--- src/rtl/cond_alu_pkg.sv ---
package cond_alu_pkg;
    localparam int OP_W = 5;
    localparam int CC_W = 4;

    localparam logic [OP_W-1:0] OP_HALT  = 5'd0;
    localparam logic [OP_W-1:0] OP_LOAD  = 5'd1;
    localparam logic [OP_W-1:0] OP_STORE = 5'd2;
    localparam logic [OP_W-1:0] OP_ADD   = 5'd3;
    localparam logic [OP_W-1:0] OP_SUB   = 5'd5;
    localparam logic [OP_W-1:0] OP_MUL   = 5'd6;
    localparam logic [OP_W-1:0] OP_DIV   = 5'd7;

    localparam logic [CC_W-1:0] CC_M = 4'b0001;
    localparam logic [CC_W-1:0] CC_Z = 4'b0010;
    localparam logic [CC_W-1:0] CC_P = 4'b0100;
    localparam logic [CC_W-1:0] CC_V = 4'b1000;

    typedef enum logic [1:0] {
        ST_IDLE,
        ST_DIVIDE,
        ST_REPLY
    } state_e;
endpackage

--- src/rtl/cond_alu_flags.sv ---
module cond_alu_flags
    import cond_alu_pkg::*;
#(
    parameter int W = 32
) (
    input  logic [W-1:0]    value,
    output logic [CC_W-1:0] flags
);
    always_comb begin
        if (value == '0)
            flags = CC_Z;
        else if (value[W-1])
            flags = CC_M;
        else
            flags = CC_P;
    end
endmodule

--- src/rtl/cond_alu_divider.sv ---
module cond_alu_divider #(
    parameter int W = 32
) (
    input  logic         clk,
    input  logic         rst_n,
    input  logic         load,
    input  logic         step,
    input  logic [W-1:0] dividend,
    input  logic [W-1:0] divisor,
    output logic [W-1:0] quot_floor
);
    logic [W-1:0] rem_q, acc_q, dvs_q;
    logic         neg_q;
    logic [W:0]   shifted, trial;
    logic         fits;
    logic [W-1:0] rem_n, acc_n, q_signed;

    always_comb begin
        shifted  = {rem_q, acc_q[W-1]};
        trial    = shifted - {1'b0, dvs_q};
        fits     = ~trial[W];
        rem_n    = fits ? trial[W-1:0] : shifted[W-1:0];
        acc_n    = {acc_q[W-2:0], fits};
        q_signed = neg_q ? (~acc_n + 1'b1) : acc_n;
        quot_floor = (neg_q && rem_n != '0) ? q_signed - 1'b1 : q_signed;
    end

    always_ff @(posedge clk or negedge rst_n) begin
        if (!rst_n) begin
            rem_q <= '0;
            acc_q <= '0;
            dvs_q <= '0;
            neg_q <= 1'b0;
        end else if (load) begin
            rem_q <= '0;
            acc_q <= dividend[W-1] ? (~dividend + 1'b1) : dividend;
            dvs_q <= divisor[W-1]  ? (~divisor + 1'b1)  : divisor;
            neg_q <= dividend[W-1] ^ divisor[W-1];
        end else if (step) begin
            rem_q <= rem_n;
            acc_q <= acc_n;
        end
    end
endmodule

--- src/rtl/cond_alu.sv ---
module cond_alu
    import cond_alu_pkg::*;
#(
    parameter int W = 32
) (
    input  logic            clk,
    input  logic            rst_n,
    input  logic            start,
    input  logic [OP_W-1:0] op,
    input  logic [W-1:0]    a,
    input  logic [W-1:0]    b,
    output logic            busy,
    output logic            done,
    output logic [W-1:0]    result,
    output logic [CC_W-1:0] cond
);
    localparam int CNT_W = $clog2(W);
    localparam logic [CNT_W-1:0] LAST_BIT = CNT_W'(W - 1);

    state_e           state_q, state_d;
    logic [CNT_W-1:0] cnt_q;
    logic             accept, go_div, last_step, load_out;
    logic [W-1:0]     quick_res, quot_floor, res_sel;
    logic             quick_err;
    logic [CC_W-1:0]  flags;
    logic [W-1:0]     prod;

    assign accept    = start && (state_q == ST_IDLE);
    assign go_div    = (op == OP_DIV) && (b != '0);
    assign last_step = (state_q == ST_DIVIDE) && (cnt_q == LAST_BIT);
    assign prod      = a * b;

    // single-cycle operations
    always_comb begin
        quick_err = 1'b0;
        unique case (op)
            OP_ADD, OP_LOAD, OP_STORE: quick_res = a + b;
            OP_SUB:                    quick_res = a - b;
            OP_MUL:                    quick_res = prod;
            OP_HALT:                   quick_res = '0;
            default: begin
                quick_res = '0;
                quick_err = 1'b1;
            end
        endcase
    end

    assign res_sel = (state_q == ST_DIVIDE) ? quot_floor : quick_res;

    cond_alu_flags #(.W(W)) u_flags (
        .value (res_sel),
        .flags (flags)
    );

    cond_alu_divider #(.W(W)) u_div (
        .clk        (clk),
        .rst_n      (rst_n),
        .load       (accept && go_div),
        .step       (state_q == ST_DIVIDE),
        .dividend   (a),
        .divisor    (b),
        .quot_floor (quot_floor)
    );

    // next state
    always_comb begin
        state_d = state_q;
        unique case (state_q)
            ST_IDLE:   if (accept) state_d = go_div ? ST_DIVIDE : ST_REPLY;
            ST_DIVIDE: if (last_step) state_d = ST_REPLY;
            ST_REPLY:  state_d = ST_IDLE;
            default:   state_d = ST_IDLE;
        endcase
    end

    // state register
    always_ff @(posedge clk or negedge rst_n) begin
        if (!rst_n) begin
            state_q <= ST_IDLE;
            cnt_q   <= '0;
        end else begin
            state_q <= state_d;
            if (accept)
                cnt_q <= '0;
            else if (state_q == ST_DIVIDE)
                cnt_q <= cnt_q + 1'b1;
        end
    end

    // outputs
    assign load_out = (accept && !go_div) || last_step;
    assign busy     = (state_q == ST_DIVIDE);
    assign done     = (state_q == ST_REPLY);

    always_ff @(posedge clk or negedge rst_n) begin
        if (!rst_n) begin
            result <= '0;
            cond   <= '0;
        end else if (load_out) begin
            if (state_q == ST_IDLE && quick_err) begin
                result <= '0;
                cond   <= CC_V;
            end else begin
                result <= res_sel;
                cond   <= flags;
            end
        end
    end
endmodule

--- config.mk ---
export PLATFORM = sky130hd
export DESIGN_NAME = cond_alu
export DESIGN_NICKNAME = d
export VERILOG_FILES = /design/src/rtl/cond_alu_pkg.sv /design/src/rtl/cond_alu_flags.sv /design/src/rtl/cond_alu_divider.sv /design/src/rtl/cond_alu.sv
export SDC_FILE = /design/constraint.sdc
export NUM_CORES = 2
export LEC_CHECK = 0
export ABC_AREA = 0
export BUFFER_PORTS_ARGS = -buffer_cell sky130_fd_sc_hd__buf_2
export CAP_MARGIN = 20
export CORE_UTILIZATION = 30
export CTS_BUF_LIST = sky130_fd_sc_hd__clkbuf_8
export DETAILED_ROUTE_END_ITERATION = 8
export GPL_ROUTABILITY_DRIVEN = 0
export PLACE_DENSITY = 0.52
export SYNTH_ARGS = -nofsm -noshare
export SYNTH_HDL_FRONTEND = slang
export SYNTH_SLANG_ARGS = --single-unit
--- constraint.sdc ---
create_clock -name clk -period 6.75 [get_ports clk]
set_clock_uncertainty 0.2 [all_clocks]
set_input_delay 0.3375 -clock clk [delete_from_list [all_inputs] [get_ports clk]]
set_output_delay 0.3375 -clock clk [all_outputs]
set_load 0.01 [all_outputs]
==> reports/metrics.yaml <==
worst_setup_path:
  critPathTopFamily: "adder cells"
  required_ns: 6.97
  path_buf_inv: 5
  max_stage_delay_ns: 0.55
  r2r_slack_ns: 0.32
  crit_fanout: 6
  worstSetupStartpoint: "a[12]"
  cp.depth: 29
  crit_end: "cond[1]"
  r2r_cells: 27
  crit_path_top_delay_cell: "fa_1"
  path_class: "input pin to flop"
  r2r_start: "u_div.acc_q[31]"
  crit_top_cell: "fa_1"
  crit_path_end_kind: "flop"
  rr_endpoint: "cond[1]"
  crit_arrival_ns: 7.47
  worst_setup_path_start_kind: "input pin"
sta:
  fin_ws_ns: -0.506
  setup_viol: 9
  final.period_utilization: 1.08
  max_slew_margin: 0.377
  hold_violations: 0
  final_max_slew_viol_count: 0
  fmax_ghz: 0.138
  period_minus_slack_ns: 7.26
  worstMarginPinSlew_ns: 0.934
  rsz0062_at_grt: "yes"
cts:
  cts_tree: "yes"
  cts_max_level: 4
  clkLatencyLatePin_ns: 0.51
  root_buffer: "clkbuf_8"
  cts_sinks: 140
  clkSlewWorstSetupHoldPaths_ns: 0.09
  clockBufferDepth: 2
  tritoncts.num_buffers: 17
drt:
  dr_total_vias: 25600
  drt-total-wl_mm: 99.8
  wire_per_inst_um: 19.6
  dr.pass1.iters: 5
  drt_first_iter_violations: 1867
  drc_errors: 0
  routed_via_density: 5.04
  final_antenna_net_count: 0
die:
  start_util: 0.304
  rows: 114
  die_area_mm2: 0.0997
  fp.coreArea_mm2: 0.0971
  die_w_um: 316
  die_h_um: 316
  io_pins: 110
place:
  port_buffers: 109
  dp_cells: 5041
  place_hpwl_mm: 83.7
  place_ws_ns: -1.30
grt:
  grt_first_pass_wirelength_mm: 158
  grt.total_usage: 0.205
  grt_max_degree: 79
  overflow: 0
  grt_pass1_vias: 26100
  grt_antenna_before_repair: 13
synthesis:
  synth_edf_count: 0
  netlist_top_cells_area: "fa_1 (28%), dfrtp_1 (12%), ha_1 (8.2%)"
  synth_cell_types: 112
  yosysWarnings: 0
  avgSynthCellArea_um2: 8.43
  netlist_area_mm2: 0.0295
  async_flop_share: 1.00
  synth_ff_type: "dfrtp_1"
  synth-seq-cells: 140
  synth_area_leader_cell: "fa_1"
  ys_seq_area_frac: 0.119
  syn-num-nets: 4180
  synthCells: 3504
  synth.top_cell.area_share: 0.278
final_layout:
  synthToLayoutAreaGrowth_pct: 17.9
  drive_above_1_share: 0.178
  instances_no_fill: 5088
  nets: 4471
hold_path:
  hold_class: "input pin to flop"
run_status:
  status: "finished with violations"
  violations: "setup timing"
job:
  max-cap-violations: 0
## cells in the mapped netlist (6+ instances only)
cell,instances
a211oi_1,11
a21boi_0,8
a21o_1,38
a21oi_1,118
a221o_1,29
a221oi_1,13
a22oi_1,11
a31oi_1,23
and2_1,316
and3_1,15
buf_1,11
clkbuf_1,186
clkbuf_8,12
dfrtp_1,140
fa_1,410
ha_1,194
inv_1,455
mux2i_1,17
nand2_1,459
nand2b_1,21
nand3_1,70
nand4_1,16
nor2_1,143
nor2b_1,17
nor3_1,33
nor4_1,23
o211ai_1,15
o21a_1,21
o21ai_0,162
o21ai_1,6
o21bai_1,10
o221ai_1,12
o31a_1,7
o31ai_1,28
o41ai_1,7
or3_1,22
or4_1,13
xnor2_1,146
xor2_1,124
## cell usage in the layout, fill, tap and decap left out, types with 14 or more instances in the layout
cell | synthesis | final
nand2_1 | 459 | 453
inv_1 | 455 | 451
fa_1 | 410 | 399
buf_4 | 2 | 355
and2_1 | 316 | 302
ha_1 | 194 | 184
o21ai_0 | 162 | 147
xnor2_1 | 146 | 146
dfrtp_1 | 140 | 140
nor2_1 | 143 | 139
xor2_1 | 124 | 124
a21oi_1 | 118 | 106
buf_2 | 4 | 86
nand3_1 | 70 | 68
a21o_1 | 38 | 38
nor3_1 | 33 | 31
a221o_1 | 29 | 29
o31ai_1 | 28 | 27
buf_6 | 1 | 26
nor4_1 | 23 | 23
o21a_1 | 21 | 21
a31oi_1 | 23 | 21
or3_1 | 22 | 21
nand2b_1 | 21 | 19
clkbuf_8 | 12 | 18
mux2i_1 | 17 | 17
nand4_1 | 16 | 16
nor2b_1 | 17 | 16
buf_12 | 0 | 16
o211ai_1 | 15 | 15
and3_1 | 15 | 15
and2_4 | 0 | 14
## final cells by class
cell class	count	area, µm²
fill	10100	62300
antenna	6	15.0
tap	1276	1600
inverter	457	1720
clock buffer	18	248
timing repair buffer	488	3760
sequential	140	3500
clock inverter	12	149
multi-input combinational	2691	23800
## sequential cells by signal (all words and copies together) (netlist names)
| signal | flops |
|---|---|
| u_div.dvs_q | 32 |
| u_div.neg_q | 1 |
| u_div.acc_q | 32 |
| cond | 4 |
| state_q | 2 |
| cnt_q | 5 |
| result | 32 |
| u_div.rem_q | 32 |
## repair_timing
item / in CTS / in global routing
cloned: 0 / 0
setup buffers: 8 / 7
resized for setup: 61 / 96
hold buffers: 1 / 0
endpoints found under the hold margin: 70 / 0
pin swaps: 38 / 79
setup endpoints to repair: 14 / 17
## metal layers
metal | up-vias | global-route usage | wire (µm)
li1 | 12000 | - | -
met1 | 12900 | 0.303 | 47900
met2 | 665 | 0.322 | 44900
met3 | 88 | 0.0266 | 5420
met4 | 10 | 0.0344 | 1460
met5 | - | 0 | 62
## worst min path at each step
stage	from	endpoint	slack, ns	depth (start not counted)
after detailed placement	rst_n	cnt_q[1]	0.20	1
after global placement	rst_n	cnt_q[2]	0.20	1
after global routing	b[30]	u_div.dvs_q[30]	0.12	4
after floorplan	rst_n	cnt_q[0]	-0.16	0
after CTS	a[30]	u_div.acc_q[30]	0.09	4
final	b[30]	u_div.dvs_q[30]	0.12	4
## logic make-up after synthesis
group           after synthesis  synth area share
compound gates              591             0.137
xor+xnor                    271            0.0806
fa+ha+maj                   604             0.360
buf+inv                     673            0.0902
flops                       140             0.119
mux                          20           0.00690
simple gates               1205             0.207
## tightest hold or removal path, cell delays in order
cell     delay [ns]
buf_2          0.09
buf_4          0.14
xor2_1         0.07
o21ai_0        0.15
## per-stage QoR
stage	util	setup TNS [ns]	hold slack, ns	cell area [µm²]
after detailed placement	0.347	-15.26	0.200	33800
after CTS	0.354	-2.79	0.0896	34400
after floorplan	-	-2.72	-0.158	29700
after global placement	0.347	-15.14	0.199	33800
after global routing	0.358	-5.12	0.115	34800
final	0.359	-2.56	0.116	34800
Power is not shown: default switching activity piles up to over one toggle a cycle in this logic, so the estimate is an artifact.
